File: src/rtl/hiz_guard_pkg.sv
package hiz_guard_pkg;
  localparam int NGRP  = 3;
  localparam int NFLT  = 3;
  localparam int NCMP  = 3;
  localparam int NPAIR = NGRP - 1;
  localparam int DW    = 16;
  localparam int AW    = 3;
  localparam int NFLAG = NFLT + NCMP + 1 + NPAIR;
  localparam int CNTW  = 8;

  localparam logic [AW-1:0] A_SWREQ  = 3'd0;
  localparam logic [AW-1:0] A_INMASK = 3'd1;
  localparam logic [AW-1:0] A_MISC   = 3'd2;
  localparam logic [AW-1:0] A_MODE   = 3'd3;
  localparam logic [AW-1:0] A_PSEL0  = 3'd4;
  localparam logic [AW-1:0] A_FLAGS  = 3'd7;

  typedef enum logic [1:0] {
    MD_EDGE = 2'd0,
    MD_L8   = 2'd1,
    MD_L16  = 2'd2,
    MD_L128 = 2'd3
  } smode_t;

  function automatic logic [CNTW-1:0] run_len(smode_t m);
    case (m)
      MD_L8:   return CNTW'(8);
      MD_L16:  return CNTW'(16);
      MD_L128: return CNTW'(128);
      default: return CNTW'(1);
    endcase
  endfunction
endpackage

File: src/rtl/hiz_tick.sv
module hiz_tick #(
  parameter int DIV = 1
) (
  input  logic clk,
  input  logic rst,
  output logic tick
);
  localparam int CW = (DIV > 1) ? $clog2(DIV) : 1;
  localparam logic [CW-1:0] LAST = CW'((DIV > 1) ? DIV - 1 : 0);

  logic [CW-1:0] cnt;

  always_ff @(posedge clk) begin
    if (rst) cnt <= '0;
    else if (cnt == LAST) cnt <= '0;
    else cnt <= cnt + 1'b1;
  end

  assign tick = (cnt == LAST);
endmodule

File: src/rtl/hiz_pin_det.sv
module hiz_pin_det
  import hiz_guard_pkg::*;
(
  input  logic   clk,
  input  logic   rst,
  input  logic   tick,
  input  logic   pin_n,
  input  smode_t mode,
  input  logic   clr_req,
  output logic   flag
);
  logic [2:0]      sh;      // sh[1] synchronised level, sh[2] previous
  logic [CNTW-1:0] cnt;
  logic [CNTW-1:0] lim;
  logic            seen_hi;
  logic            fall, at_lim, hit, set, may_clr;

  always_comb begin
    lim     = run_len(mode) - 1'b1;
    fall    = sh[2] & ~sh[1];
    at_lim  = (cnt >= lim);
    hit     = tick & ~sh[1] & at_lim;
    set     = (mode == MD_EDGE) ? fall : hit;
    may_clr = (mode == MD_EDGE) | seen_hi;
  end

  always_ff @(posedge clk) begin
    if (rst) begin
      sh      <= 3'b111;
      cnt     <= '0;
      seen_hi <= 1'b0;
      flag    <= 1'b0;
    end else begin
      sh <= {sh[1:0], pin_n};
      if (tick) begin
        if (sh[1]) cnt <= '0;
        else if (!at_lim) cnt <= cnt + 1'b1;
      end
      if (set) seen_hi <= 1'b0;
      else if (tick && sh[1]) seen_hi <= 1'b1;
      if (set) flag <= 1'b1;
      else if (clr_req && may_clr) flag <= 1'b0;
    end
  end
endmodule

File: src/rtl/hiz_grp_out.sv
module hiz_grp_out
  import hiz_guard_pkg::*;
#(
  parameter int GP = 6
) (
  input  logic            clk,
  input  logic            rst,
  input  logic            sw,
  input  logic            ost_act,
  input  logic            cmp_en,
  input  logic            cmp_any,
  input  logic [NFLT-1:0] in_mask,
  input  logic [NFLT-1:0] in_flag,
  input  logic            ocd_term,
  input  logic [GP-1:0]   pinsel,
  output logic [GP-1:0]   hiz
);
  logic cond;

  assign cond = sw | ost_act | (cmp_en & cmp_any) | (|(in_mask & in_flag)) | ocd_term;

  always_ff @(posedge clk) begin
    if (rst) hiz <= '0;
    else hiz <= cond ? pinsel : '0;
  end
endmodule

File: src/rtl/hiz_guard.sv
module hiz_guard
  import hiz_guard_pkg::*;
#(
  parameter int GRP_PINS   = 6,
  parameter int PHASES     = 3,
  parameter int SAMPLE_DIV = 1
) (
  input  logic                      clk,
  input  logic                      rst,
  input  logic                      wr_en,
  input  logic [AW-1:0]             wr_addr,
  input  logic [DW-1:0]             wr_data,
  input  logic [AW-1:0]             rd_addr,
  output logic [DW-1:0]             rd_data,
  input  logic                      osc_stop,
  input  logic [NCMP-1:0]           cmp_det,
  input  logic [NFLT-1:0]           flt_n,
  input  logic [NPAIR*PHASES-1:0]   pwm_hi,
  input  logic [NPAIR*PHASES-1:0]   pwm_lo,
  input  logic                      timer_stop,
  output logic [NGRP*GRP_PINS-1:0]  hiz_o,
  output logic [NFLAG-1:0]          flags_o
);
  localparam int MASKW = NGRP * NFLT;
  localparam int F_IN  = 0;
  localparam int F_CMP = NFLT;
  localparam int F_OST = NFLT + NCMP;
  localparam int F_OCD = F_OST + 1;
  localparam int M_OST = NGRP;
  localparam int M_OCD = NGRP + 1;
  localparam int GW    = $clog2(NGRP);

  // configuration
  logic [NGRP-1:0]                sw_q;
  logic [MASKW-1:0]               mask_q;
  logic [NGRP-1:0]                cmp_en_q;
  logic                           ost_en_q;
  logic [NPAIR-1:0]               ocd_en_q;
  logic [2*NFLT-1:0]              mode_q;
  logic [NGRP-1:0][GRP_PINS-1:0]  pinsel_q;

  // flags
  logic [NFLT-1:0]  in_f;
  logic [NCMP-1:0]  cmp_f;
  logic             ost_f;
  logic [NPAIR-1:0] ocd_f;
  logic [NPAIR-1:0] conflict;

  logic             tick;
  logic [NFLAG-1:0] clr;
  logic [GW-1:0]    widx, ridx;
  logic [DW-1:0]    rd_mux;
  logic             unused_hi;

  assign unused_hi = ^wr_data[DW-1:MASKW];
  assign widx = GW'(wr_addr - A_PSEL0);
  assign ridx = GW'(rd_addr - A_PSEL0);
  assign clr  = {NFLAG{wr_en && (wr_addr == A_FLAGS)}} & ~wr_data[NFLAG-1:0];

  hiz_tick #(.DIV(SAMPLE_DIV)) u_tick (.clk(clk), .rst(rst), .tick(tick));

  // register writes
  always_ff @(posedge clk) begin
    if (rst) begin
      sw_q     <= '0;
      mask_q   <= '0;
      cmp_en_q <= '0;
      ost_en_q <= 1'b0;
      ocd_en_q <= '0;
      mode_q   <= '0;
      pinsel_q <= '0;
    end else if (wr_en) begin
      case (wr_addr)
        A_SWREQ:  sw_q   <= wr_data[NGRP-1:0];
        A_INMASK: mask_q <= wr_data[MASKW-1:0];
        A_MISC: begin
          cmp_en_q <= wr_data[NGRP-1:0];
          ost_en_q <= wr_data[M_OST];
          ocd_en_q <= wr_data[M_OCD +: NPAIR];
        end
        A_MODE:   mode_q <= wr_data[2*NFLT-1:0];
        A_FLAGS:  ;
        default: begin
          if (wr_addr >= A_PSEL0 && wr_addr < A_FLAGS)
            pinsel_q[widx] <= wr_data[GRP_PINS-1:0];
        end
      endcase
    end
  end

  // pair conflict detection
  always_comb begin
    for (int j = 0; j < NPAIR; j++)
      conflict[j] = |(pwm_hi[j*PHASES +: PHASES] & pwm_lo[j*PHASES +: PHASES]);
  end

  // single-cycle fault sources
  always_ff @(posedge clk) begin
    if (rst) begin
      cmp_f <= '0;
      ost_f <= 1'b0;
      ocd_f <= '0;
    end else begin
      for (int i = 0; i < NCMP; i++) begin
        if (cmp_det[i]) cmp_f[i] <= 1'b1;
        else if (clr[F_CMP+i]) cmp_f[i] <= 1'b0;
      end
      if (osc_stop) ost_f <= 1'b1;
      else if (clr[F_OST]) ost_f <= 1'b0;
      for (int j = 0; j < NPAIR; j++) begin
        if (conflict[j]) ocd_f[j] <= 1'b1;
        else if (clr[F_OCD+j] && timer_stop) ocd_f[j] <= 1'b0;
      end
    end
  end

  // external fault pins
  for (genvar k = 0; k < NFLT; k++) begin : g_pin
    hiz_pin_det u_det (
      .clk    (clk),
      .rst    (rst),
      .tick   (tick),
      .pin_n  (flt_n[k]),
      .mode   (smode_t'(mode_q[2*k +: 2])),
      .clr_req(clr[F_IN+k]),
      .flag   (in_f[k])
    );
  end

  // per-group output stage
  for (genvar g = 0; g < NGRP; g++) begin : g_grp
    logic ocd_t;
    if (g == 0) begin : g_single
      assign ocd_t = 1'b0;
    end else begin : g_pair
      assign ocd_t = ocd_en_q[g-1] & ocd_f[g-1];
    end
    hiz_grp_out #(.GP(GRP_PINS)) u_out (
      .clk     (clk),
      .rst     (rst),
      .sw      (sw_q[g]),
      .ost_act (ost_en_q & ost_f),
      .cmp_en  (cmp_en_q[g]),
      .cmp_any (|cmp_f),
      .in_mask (mask_q[g*NFLT +: NFLT]),
      .in_flag (in_f),
      .ocd_term(ocd_t),
      .pinsel  (pinsel_q[g]),
      .hiz     (hiz_o[g*GRP_PINS +: GRP_PINS])
    );
  end

  assign flags_o = {ocd_f, ost_f, cmp_f, in_f};

  // read port
  always_comb begin
    rd_mux = '0;
    case (rd_addr)
      A_SWREQ:  rd_mux[NGRP-1:0]  = sw_q;
      A_INMASK: rd_mux[MASKW-1:0] = mask_q;
      A_MISC: begin
        rd_mux[NGRP-1:0]       = cmp_en_q;
        rd_mux[M_OST]          = ost_en_q;
        rd_mux[M_OCD +: NPAIR] = ocd_en_q;
      end
      A_MODE:   rd_mux[2*NFLT-1:0] = mode_q;
      A_FLAGS:  rd_mux[NFLAG-1:0]  = flags_o;
      default: begin
        if (rd_addr >= A_PSEL0 && rd_addr < A_FLAGS)
          rd_mux[GRP_PINS-1:0] = pinsel_q[ridx];
      end
    endcase
  end

  always_ff @(posedge clk) begin
    if (rst) rd_data <= '0;
    else rd_data <= rd_mux;
  end
endmodule

File: config.mk
export PLATFORM = sky130hd
export DESIGN_NAME = hiz_guard
export DESIGN_NICKNAME = d
export VERILOG_FILES = /design/src/rtl/hiz_guard_pkg.sv /design/src/rtl/hiz_tick.sv /design/src/rtl/hiz_pin_det.sv /design/src/rtl/hiz_grp_out.sv /design/src/rtl/hiz_guard.sv
export SDC_FILE = /design/constraint.sdc
export NUM_CORES = 1
export LEC_CHECK = 0
export ABC_AREA = 1
export BUFFER_PORTS_ARGS = -buffer_cell sky130_fd_sc_hd__clkbuf_2
export CAP_MARGIN = 10
export CELL_PAD_IN_SITES_DETAIL_PLACEMENT = 0
export CELL_PAD_IN_SITES_GLOBAL_PLACEMENT = 2
export CORE_UTILIZATION = 29
export DETAILED_ROUTE_END_ITERATION = 12
export PLACE_DENSITY_LB_ADDON = 0.1
export SYNTH_ARGS = -nofsm -noshare
export SYNTH_HDL_FRONTEND = slang
export SYNTH_SLANG_ARGS = --single-unit
export TNS_END_PERCENT = 100
File: constraint.sdc
create_clock -name clk -period 1.7 [get_ports clk]
set_input_delay 0.17 -clock clk [delete_from_list [all_inputs] [get_ports clk]]
set_output_delay 0.17 -clock clk [all_outputs]
set_load 0.02 [all_outputs]
==> reports/results.ini, run 1 <==
[pwr]
power.leakage_uw = 0.00320
power.density_nw_per_um2 = 984
p_seq_frac = 0.399
comb_power_share = 0.097
clkPwrFrac = 0.504
p_sw_frac = 0.250
internal-power_uw = 5350
power.total_uw = 7140
switchingPower_uw = 1780
vdd_drop_max_uv = 616

[min_path]
min_delay_worst_endpoint = mask_q[8]
hold_path_class = input port to register
worstHoldStart = wr_data[8]
min_path_cells = 3

[worst_setup_path]
path_class = register to register
reg2reg_to = g_pin[2].u_det.cnt[1]
path_max_fanout = 4
crit_chain = buf_4, nand2_2, ha_4, a21oi_1, nor2_1, nor3_2, nand2_2, nand2_4, buf_6, nand3_2, nand2_1, nor2_1
cp_slowest_cell = dfxtp_2
critPathLaunchType = register
reg2reg_from = mode_q[5]
crit_arrival_ns = 2.04
reg2reg_depth = 12
required_ns = 2.00
cp-end-kind = register
crit_buf_inv = 2
r2r_slack_ns = -0.03
cp_slowest_stage_delay_ns = 0.32
crit_family = simple AND/OR/NAND/NOR gates

[drt]
route.met2.wl_um = 7950
avgViaCountPerCell = 4.64
drt_iter0_drc = 235
drtAntennaViolNets = 0
top_layer = met4
dr_wl_met3_um = 444
drc_errors = 14
met1_length_um = 7160
routed_wl_um = 15700
wl_per_cell_um = 14.2
num_vias = 5117
drt_pass1_iterations = 8

[timing]
fin_setup_tns_ns = -0.162
fmax_mhz = 577
skew_ns = 0.00796
worst_slew_pin_slew_ns = 0.503
slew_violations = 0
setup_slack_ns = -0.0344
relSlewSlack = 0.663
setup_violations = 8
finalCritPeriodShare = 1.02
rsz0062_at_grt = true
hold_viol = 0
hold_slack_ns = 0.0112
fin_crit_ns = 1.73

[clocking]
clk_latency_ns = 0.41
clock_sinks = 115
htreeDepth = 4
clkTransAtPathRegs_ns = 0.05
cts_root_buf = clkbuf_16
numCtsBuffers = 17
cts_tree = built
cts_buffer_depth = 2

[grt]
antenna_found_initial = 0
grt_pass1_wl_um = 25600
grt_max_degree = 63
grt_usage = 0.170
grt_pass1_vias = 5064
grt_overflow = 0

[placement]
postPlaceCellArea_um2 = 6260
finalWeightedCongestion = 0.780
portBuffers = 73
post-place-ws_ns = -0.223
dp_hpwl_um = 11200

[logic_synthesis]
syn_inst = 730
synthDistinctLibCells = 36
avgSynthCellArea_um2 = 7.37
synth.area.top_cells = dfxtp_1, nand2_1, a21oi_1, nor2_1, inv_1
synthArstFlopShare = 0
synth_edf_count = 0
ys_top_cells_by_count = nand2_1, dfxtp_1, nor2_1, a21oi_1, inv_1
ys_ff_latch = 115
syn_area_um2 = 5380
synthFlopType = dfxtp_1
yosysMostFrequentCell = nand2_1
synth_top_area_frac = 0.428
yosys.area.top_type = dfxtp_1
ys_warn_count = 0
yosysSeqAreaShare = 0.428

[floorplan]
die_area_um2 = 19100
die_h_um = 138
dieWidth_um = 138
io_pins = 88
num_rows = 49
coreArea_um2 = 18100
initial_core_util = 0.297

[final_layout]
final_cell_area_um2 = 7260
regArea_um2 = 2320
fin_nets = 927
drive_gt1_frac = 0.265
multi_input_comb_area_um2 = 2890
diodes = 0
area_delta_synth_final_pct = 34.9
nFillCells = 1880

[outcome]
status = finished, violations left
violations = design-rule violations, negative setup slack

[run]
drv_cap = 0

through the flow:
stage / instances / util
floorplan: 739 / -
global placement: 1059 / 0.346
detailed placement: 1059 / 0.346
CTS: 1099 / 0.391
global route: 1103 / 0.401
finish: 1103 / 0.401
registers in the layout, indices dropped and copies added (netlist names):
register / cells
cmp_en_q: 3
g_grp.u_out.hiz: 18
rd_data: 9
g_pin.u_det.seen_hi: 3
g_pin.u_det.flag: 3
cmp_f: 3
ocd_f: 2
mask_q: 9
g_pin.u_det.sh: 9
mode_q: 6
ost_f: 1
u_tick.cnt: 1
sw_q: 3
g_pin.u_det.cnt: 24
ocd_en_q: 2
ost_en_q: 1
pinsel_q: 18
worst max path at each step:
stage,startpoint,end,slack (ns),cells past startpoint
2_1_floorplan,mode_q[5],g_pin[2].u_det.cnt[0],0.02,11
3_3_place_gp,mode_q[4],g_pin[2].u_det.cnt[0],-0.15,11
3_5_place_dp,mode_q[1],g_pin[0].u_det.cnt[6],-0.22,10
4_1_cts,mode_q[4],g_pin[2].u_det.cnt[1],-0.01,16
5_1_grt,mode_q[5],g_pin[2].u_det.cnt[0],-0.15,16
6_report,mode_q[5],g_pin[2].u_det.cnt[1],-0.03,12
power groups by stage:
| stage | logic [uW] | clock network (uW) | registers, uW |
|---|---|---|---|
| after floorplan | 373 | 0 | 2900 |
| after global placement | 612 | 0 | 2910 |
| after detailed placement | 619 | 0 | 2910 |
| after CTS | 660 | 3700 | 2850 |
| after global routing | 776 | 3820 | 2860 |
| final | 692 | 3600 | 2850 |
area by class of cell:
| class | instances | share of cell area |
|---|---|---|
| multi-input cells | 515 | 0.398 |
| repair buffers | 132 | 0.120 |
| well taps | 229 | 0.0395 |
| flip-flops and latches | 115 | 0.320 |
| clock buffers | 20 | 0.0602 |
| clock inverters | 12 | 0.0219 |
| inverters | 80 | 0.0414 |
kinds of logic after synthesis:
| family | after synthesis | share of synthesized area |
|---|---|---|
| AOI/OAI and AO/OA | 165 | 0.168 |
| xor gates and xnor gates | 12 | 0.0195 |
| adders and majority gates | 21 | 0.0488 |
| buffers and inverters | 111 | 0.0907 |
| DFF | 115 | 0.428 |
| other | 2 | 0.00140 |
| and+or+nand+nor | 304 | 0.244 |
per-layer routing:
metal	global-route usage	up-vias
met4	0.0532	0
met5	0	-
met3	0.0343	13
li1	-	2650
met1	0.206	2380
met2	0.302	74
worst reg2reg max path: stages, from the launching register on:
cell	delay, ns
dfxtp_2	0.32
buf_4	0.13
nand2_2	0.13
ha_4	0.23
a21oi_1	0.15
nor2_1	0.07
nor3_2	0.13
nand2_2	0.10
nand2_4	0.11
buf_6	0.12
nand3_2	0.05
nand2_1	0.07
nor2_1	0.04
layout by cell type (no fill, tap or decap), types with 8 or more instances in the layout:
cell	Yosys	routed
clkbuf_2	0	73
nand2_1	123	111
nor3_1	11	9
o21ai_0	53	53
buf_4	11	43
buf_6	3	8
nor2_1	95	95
a21oi_2	0	13
a21oi_1	84	71
conb_1	2	11
clkbuf_16	0	17
nand3_2	1	9
dfxtp_1	115	109
nand2_2	9	16
ha_1	21	16
inv_1	79	76
nand3_1	44	34
what timing repair did:
item,4_1_cts,5_1_grt
hold buffers,7,0
setup buffers,0,3
cloned,1,1
setup endpoints to repair,29,30
pin swaps,16,16
resized for setup,32,40
hold endpoints to repair,7,0
Power figures use the tool's default switching activity.
==> run 2: changes to the inputs <==
- RECOVER_POWER: not set -> 100
==> run 2 against run 1 <==
Net effect: the run still ends with design-rule violations, negative setup slack left; die area unchanged; critical path depth did not move; maximum frequency grew 0.44%; critical endpoint unchanged; critical path type unchanged; power decreased by 0.18%; largest power group unchanged; highest routed layer unchanged; register-to-register slack hardly changed; routed wire length rose by 0.19%; design area decreased by 1.1%; first-iteration DRC count is 3.0% lower; count of clock-buffer cells in the layout stayed put; core utilization down 0.43 points; sequential cell count is the same; clock power hardly changed.
==> reports/results.ini, run 2 (same netlist as run 1, synthesis figures left out) <==
[run]
drv_cap = 0

[final_layout]
diodes = 0
multi_input_comb_area_um2 = 2880
nFillCells = 1904
largest_register_ffs = 24
reg.largest.list = g_pin.u_det.cnt (24), g_grp.u_out.hiz (18), pinsel_q (18)
area_delta_synth_final_pct = 33.5
mostFrequentLayoutCell = nand2_1
fin_util = 0.397
final_cell_mix = nand2_1, dfxtp_1, nor2_1, inv_1, a21oi_1
regMostFlops = g_pin.u_det.cnt
fin_nets = 927
regArea_um2 = 2320
drive_gt1_frac = 0.212
final_cell_area_um2 = 7180
stdcell_count = 1103

[timing]
skew_ns = 0.00778
rsz0062_at_grt = true
hold_viol = 0
fmax_mhz = 579
fin_crit_ns = 1.73
slew_violations = 0
setup_slack_ns = -0.0268
relSlewSlack = 0.664
hold_slack_ns = 0.0104
finalCritPeriodShare = 1.02
setup_violations = 8
worst_slew_pin_slew_ns = 0.502

[outcome]
status = finished, violations left
violations = design-rule violations, negative setup slack

[worst_setup_path]
path_class = register to register
path_max_fanout = 4
required_ns = 2.00
reg2reg_from = mode_q[5]
r2r_slack_ns = -0.03
crit_arrival_ns = 2.03
reg2reg_to = g_pin[2].u_det.cnt[1]
reg2reg_depth = 12
cp-end-kind = register
critPathLaunchType = register

[floorplan]
initial_core_util = 0.297
coreArea_um2 = 18100
die_h_um = 138
num_rows = 49
die_area_um2 = 19100
dieWidth_um = 138
io_pins = 88

[min_path]
min_delay_worst_endpoint = mask_q[8]
worstHoldStart = wr_data[8]
hold_path_class = input port to register
min_path_cells = 3

[clocking]
cts_root_buf = clkbuf_16
htreeDepth = 4
clk_latency_ns = 0.41
cts_buffer_depth = 2
clock_sinks = 115
numCtsBuffers = 17
cts_tree = built
clkTransAtPathRegs_ns = 0.05

[grt]
grt_max_degree = 63
antenna_found_initial = 0
grt_pass1_vias = 5064
grt_overflow = 0
grt_pass1_wl_um = 25600
grt_usage = 0.170

[drt]
wl_per_cell_um = 14.3
num_vias = 5112
drtAntennaViolNets = 0
routed_wl_um = 15700
drt_pass1_iterations = 8
drt_iter0_drc = 228
drc_errors = 14
avgViaCountPerCell = 4.63

[placement]
finalWeightedCongestion = 0.780
post-place-cells = 1059
dp_hpwl_um = 11200
portBuffers = 73
postPlaceCellArea_um2 = 6260

[pwr]
power.density_nw_per_um2 = 993
internal-power_uw = 5340
clkPwrFrac = 0.505
comb_power_share = 0.095
p_seq_frac = 0.400
power.total_uw = 7130
vdd_drop_max_uv = 618
p_sw_frac = 0.250
switchingPower_uw = 1780
power.leakage_uw = 0.00304

## run 2: area by class of cell
cell class	count	share of cell area
Sequential cell	115	0.323
Timing Repair Buffer	132	0.110
Multi-Input combinational cell	515	0.402
Clock buffer	20	0.0608
Clock inverter	12	0.0221
Tap cell	229	0.0399
Inverter	80	0.0418
## run 2: worst max-delay path, stage by stage (launching register included)
cell and delay [ns]:
dfxtp_2 0.32, buf_4 0.13, nand2_2 0.12, ha_4 0.22, a21oi_1 0.15, nor2_1 0.07
nor3_2 0.13, nand2_2 0.10, nand2_4 0.11, buf_6 0.12, nand3_2 0.05, nand2_1 0.07
nor2_1 0.04
## run 2: power by group through the flow
stage	combinational, uW	clock [uW]	sequential (uW)
3_3_place_gp	612	0	2910
4_1_cts	660	3700	2850
3_5_place_dp	619	0	2910
5_1_grt	765	3820	2860
2_1_floorplan	373	0	2900
6_report	680	3600	2850
## run 2: metrics by stage
step,worst slack [ns],TNS (ns)
after CTS,-0.0109,-0.0161
after global routing,-0.148,-2.55
after floorplan,0.0163,0
after global placement,-0.150,-2.81
after detailed placement,-0.223,-4.11
final,-0.0268,-0.100
## run 2: worst max path at each step
stage	startpoint	to	slack, ns	depth (start not counted)
2_1_floorplan	mode_q[5]	g_pin[2].u_det.cnt[0]	0.02	11
3_3_place_gp	mode_q[4]	g_pin[2].u_det.cnt[0]	-0.15	11
3_5_place_dp	mode_q[1]	g_pin[0].u_det.cnt[6]	-0.22	10
4_1_cts	mode_q[4]	g_pin[2].u_det.cnt[1]	-0.01	16
5_1_grt	mode_q[5]	g_pin[2].u_det.cnt[0]	-0.15	16
6_report	mode_q[5]	g_pin[2].u_det.cnt[1]	-0.03	12
## run 2: what timing repair did
action | CTS | global route
pin swaps | 16 | 16
gates resized for setup | 32 | 40
setup endpoints to repair | 29 | 30
hold buffers | 7 | 0
hold endpoints to repair | 7 | 0
buffers inserted | 0 | 3
gates cloned | 1 | 1
## run 2: per-layer routing
metal	vias up	GRT usage	wire, um
li1	2650	-	-
met1	2377	0.206	7130
met2	71	0.302	7970
met3	14	0.0343	479
met4	0	0.0532	159
met5	-	0	0
==> run 3: changes to the inputs <==
- CTS_CLUSTER_DIAMETER: not set -> 40
- SETUP_SLACK_MARGIN: not set -> 0.15
==> run 3 against run 2 <==
Net effect: the run ends with design-rule violations left; global-route usage is 0.35 points higher; die area stayed put; clock skew is 0.0012 ns lower; count of clock-buffer cells in the layout is 3 lower; combinational power is 2% higher; register-to-register slack better by 0.06 ns; critical endpoint is now g_pin[1].u_det.cnt[2]; highest routed layer unchanged.
==> reports/results.ini, run 3 (same netlist as run 1, synthesis figures left out) <==
[worst_setup_path]
path_max_fanout = 6
crit_arrival_ns = 1.97
cp-end-kind = register
cp_slowest_cell = dfxtp_4
path_class = register to register
crit_chain = nor2_4, ha_4, a21oi_2, nand2_1, nand2_1, nand2_1, nand2_1, nand2_2, nand2_4, nand2_4, nand2_1, a21oi_1
cp_slowest_stage_delay_ns = 0.36
required_ns = 2.00
worst_path_most_repeated_cell = nand2_1
critPathLaunchType = register

[floorplan]
initial_core_util = 0.297
coreArea_um2 = 18100
num_rows = 49
die_area_um2 = 19100
io_pins = 88
die_h_um = 138
dieWidth_um = 138

[placement]
finalWeightedCongestion = 0.869
dp_hpwl_um = 11600
portBuffers = 73

[timing]
setup_violations = 0
fmax_mhz = 599
relSlewSlack = 0.623
fin_setup_tns_ns = 0
fin_crit_ns = 1.67
hold_viol = 0
rsz0062_at_grt = true
finalCritPeriodShare = 0.981
worst_slew_pin_slew_ns = 0.565
skew_ns = 0.00662
slew_violations = 0

[final_layout]
final_cell_mix = nand2_1, dfxtp_1, nor2_1, inv_1, a21oi_1
nFillCells = 1917
mostFrequentLayoutCell = nand2_1
fin_nets = 937
diodes = 0
reg.largest.list = g_pin.u_det.cnt (24), g_grp.u_out.hiz (18), pinsel_q (18)
drive_gt1_frac = 0.225
area_delta_synth_final_pct = 35.1
fin_util = 0.402
largest_register_ffs = 24
regMostFlops = g_pin.u_det.cnt

[drt]
drc_errors = 14
avgViaCountPerCell = 4.59
drt_pass1_iterations = 8
drtAntennaViolNets = 0
wl_per_cell_um = 14.3
drt_iter0_drc = 172
num_vias = 5107
routed_wl_um = 15900

[outcome]
violations = design-rule violations
status = finished, violations left

[clocking]
clkTransAtPathRegs_ns = 0.06
numCtsBuffers = 17
cts_buffer_depth = 2
cts_root_buf = clkbuf_16
clk_latency_ns = 0.43
clock_sinks = 115
htreeDepth = 4
cts_tree = built

[grt]
grt_usage = 0.174
grt_max_degree = 36
grt_overflow = 0
grt_pass1_wl_um = 25700
grt_pass1_vias = 4963
antenna_found_initial = 0

[min_path]
hold_path_class = input port to register

[pwr]
power.density_nw_per_um2 = 984
power.leakage_uw = 0.00309
vdd_drop_max_uv = 687
power.total_uw = 7150

[run]
drv_cap = 0

-- run 3: metrics by stage --
step / instances / hold WS [ns] / setup WS (ns) / instance area [um^2]
2_1_floorplan: 739 / 0.274 / 0.145 / 5530
3_3_place_gp: 1069 / 0.353 / -0.0264 / 6440
3_5_place_dp: 1069 / 0.356 / -0.0627 / 6440
4_1_cts: 1113 / 0.00898 / 0.0419 / 7230
5_1_grt: 1113 / 0.0434 / -0.0909 / 7270
6_report: 1113 / 0.0147 / 0.0316 / 7270
-- run 3: repair_timing --
item                                    in CTS  in global routing
hold buffers                                10                  0
endpoints found under the setup margin      30                 30
resized for setup                           21                 32
hold endpoints to repair                    10                  0
buffers inserted                             1                  0
pin swaps                                   11                 23
cloned                                       1                  0
-- run 3: critical path: cells and delay by family (launching register included) --
family          cells  cell delay (ns)
simple gates        9             0.77
flops               1             0.36
fa+ha+maj           1             0.23
compound gates      2             0.19
-- run 3: final timing paths --
kind | from | slack (ns) | cells past startpoint | to
setup / recovery | mode_q[3] | 0.03 | 12 | g_pin[1].u_det.cnt[2]
hold / removal | pwm_lo[5] | 0.01 | 3 | ocd_f[1]
setup reg to reg | mode_q[3] | 0.03 | 12 | g_pin[1].u_det.cnt[2]
hold reg to reg | g_pin[1].u_det.sh[0] | 0.41 | 1 | g_pin[1].u_det.sh[1]
-- run 3: final cells by class --
class | count | area, um^2 | share of cell area
sequential | 115 | 2320 | 0.320
clock buffer | 17 | 425 | 0.0585
inverter | 80 | 300 | 0.0413
timing repair buffer | 143 | 863 | 0.119
tap | 229 | 287 | 0.0394
clock inverter | 15 | 158 | 0.0217
multi-input combinational | 514 | 2910 | 0.401
-- run 3: power breakdown --
| part | switching (uW) | internal, uW | total, uW |
|---|---|---|---|
| logic | 427 | 270 | 697 |
| clock network | 1530 | 2080 | 3600 |
| registers | 75.1 | 2770 | 2850 |
-- run 3: routing by layer --
metal | track usage | up-vias | share of wire
li1 | - | 2667 | -
met1 | 0.212 | 2337 | 0.46
met2 | 0.301 | 86 | 0.49
met3 | 0.0388 | 17 | 0.033
met4 | 0.0597 | 0 | 0.014
met5 | 0 | - | 0
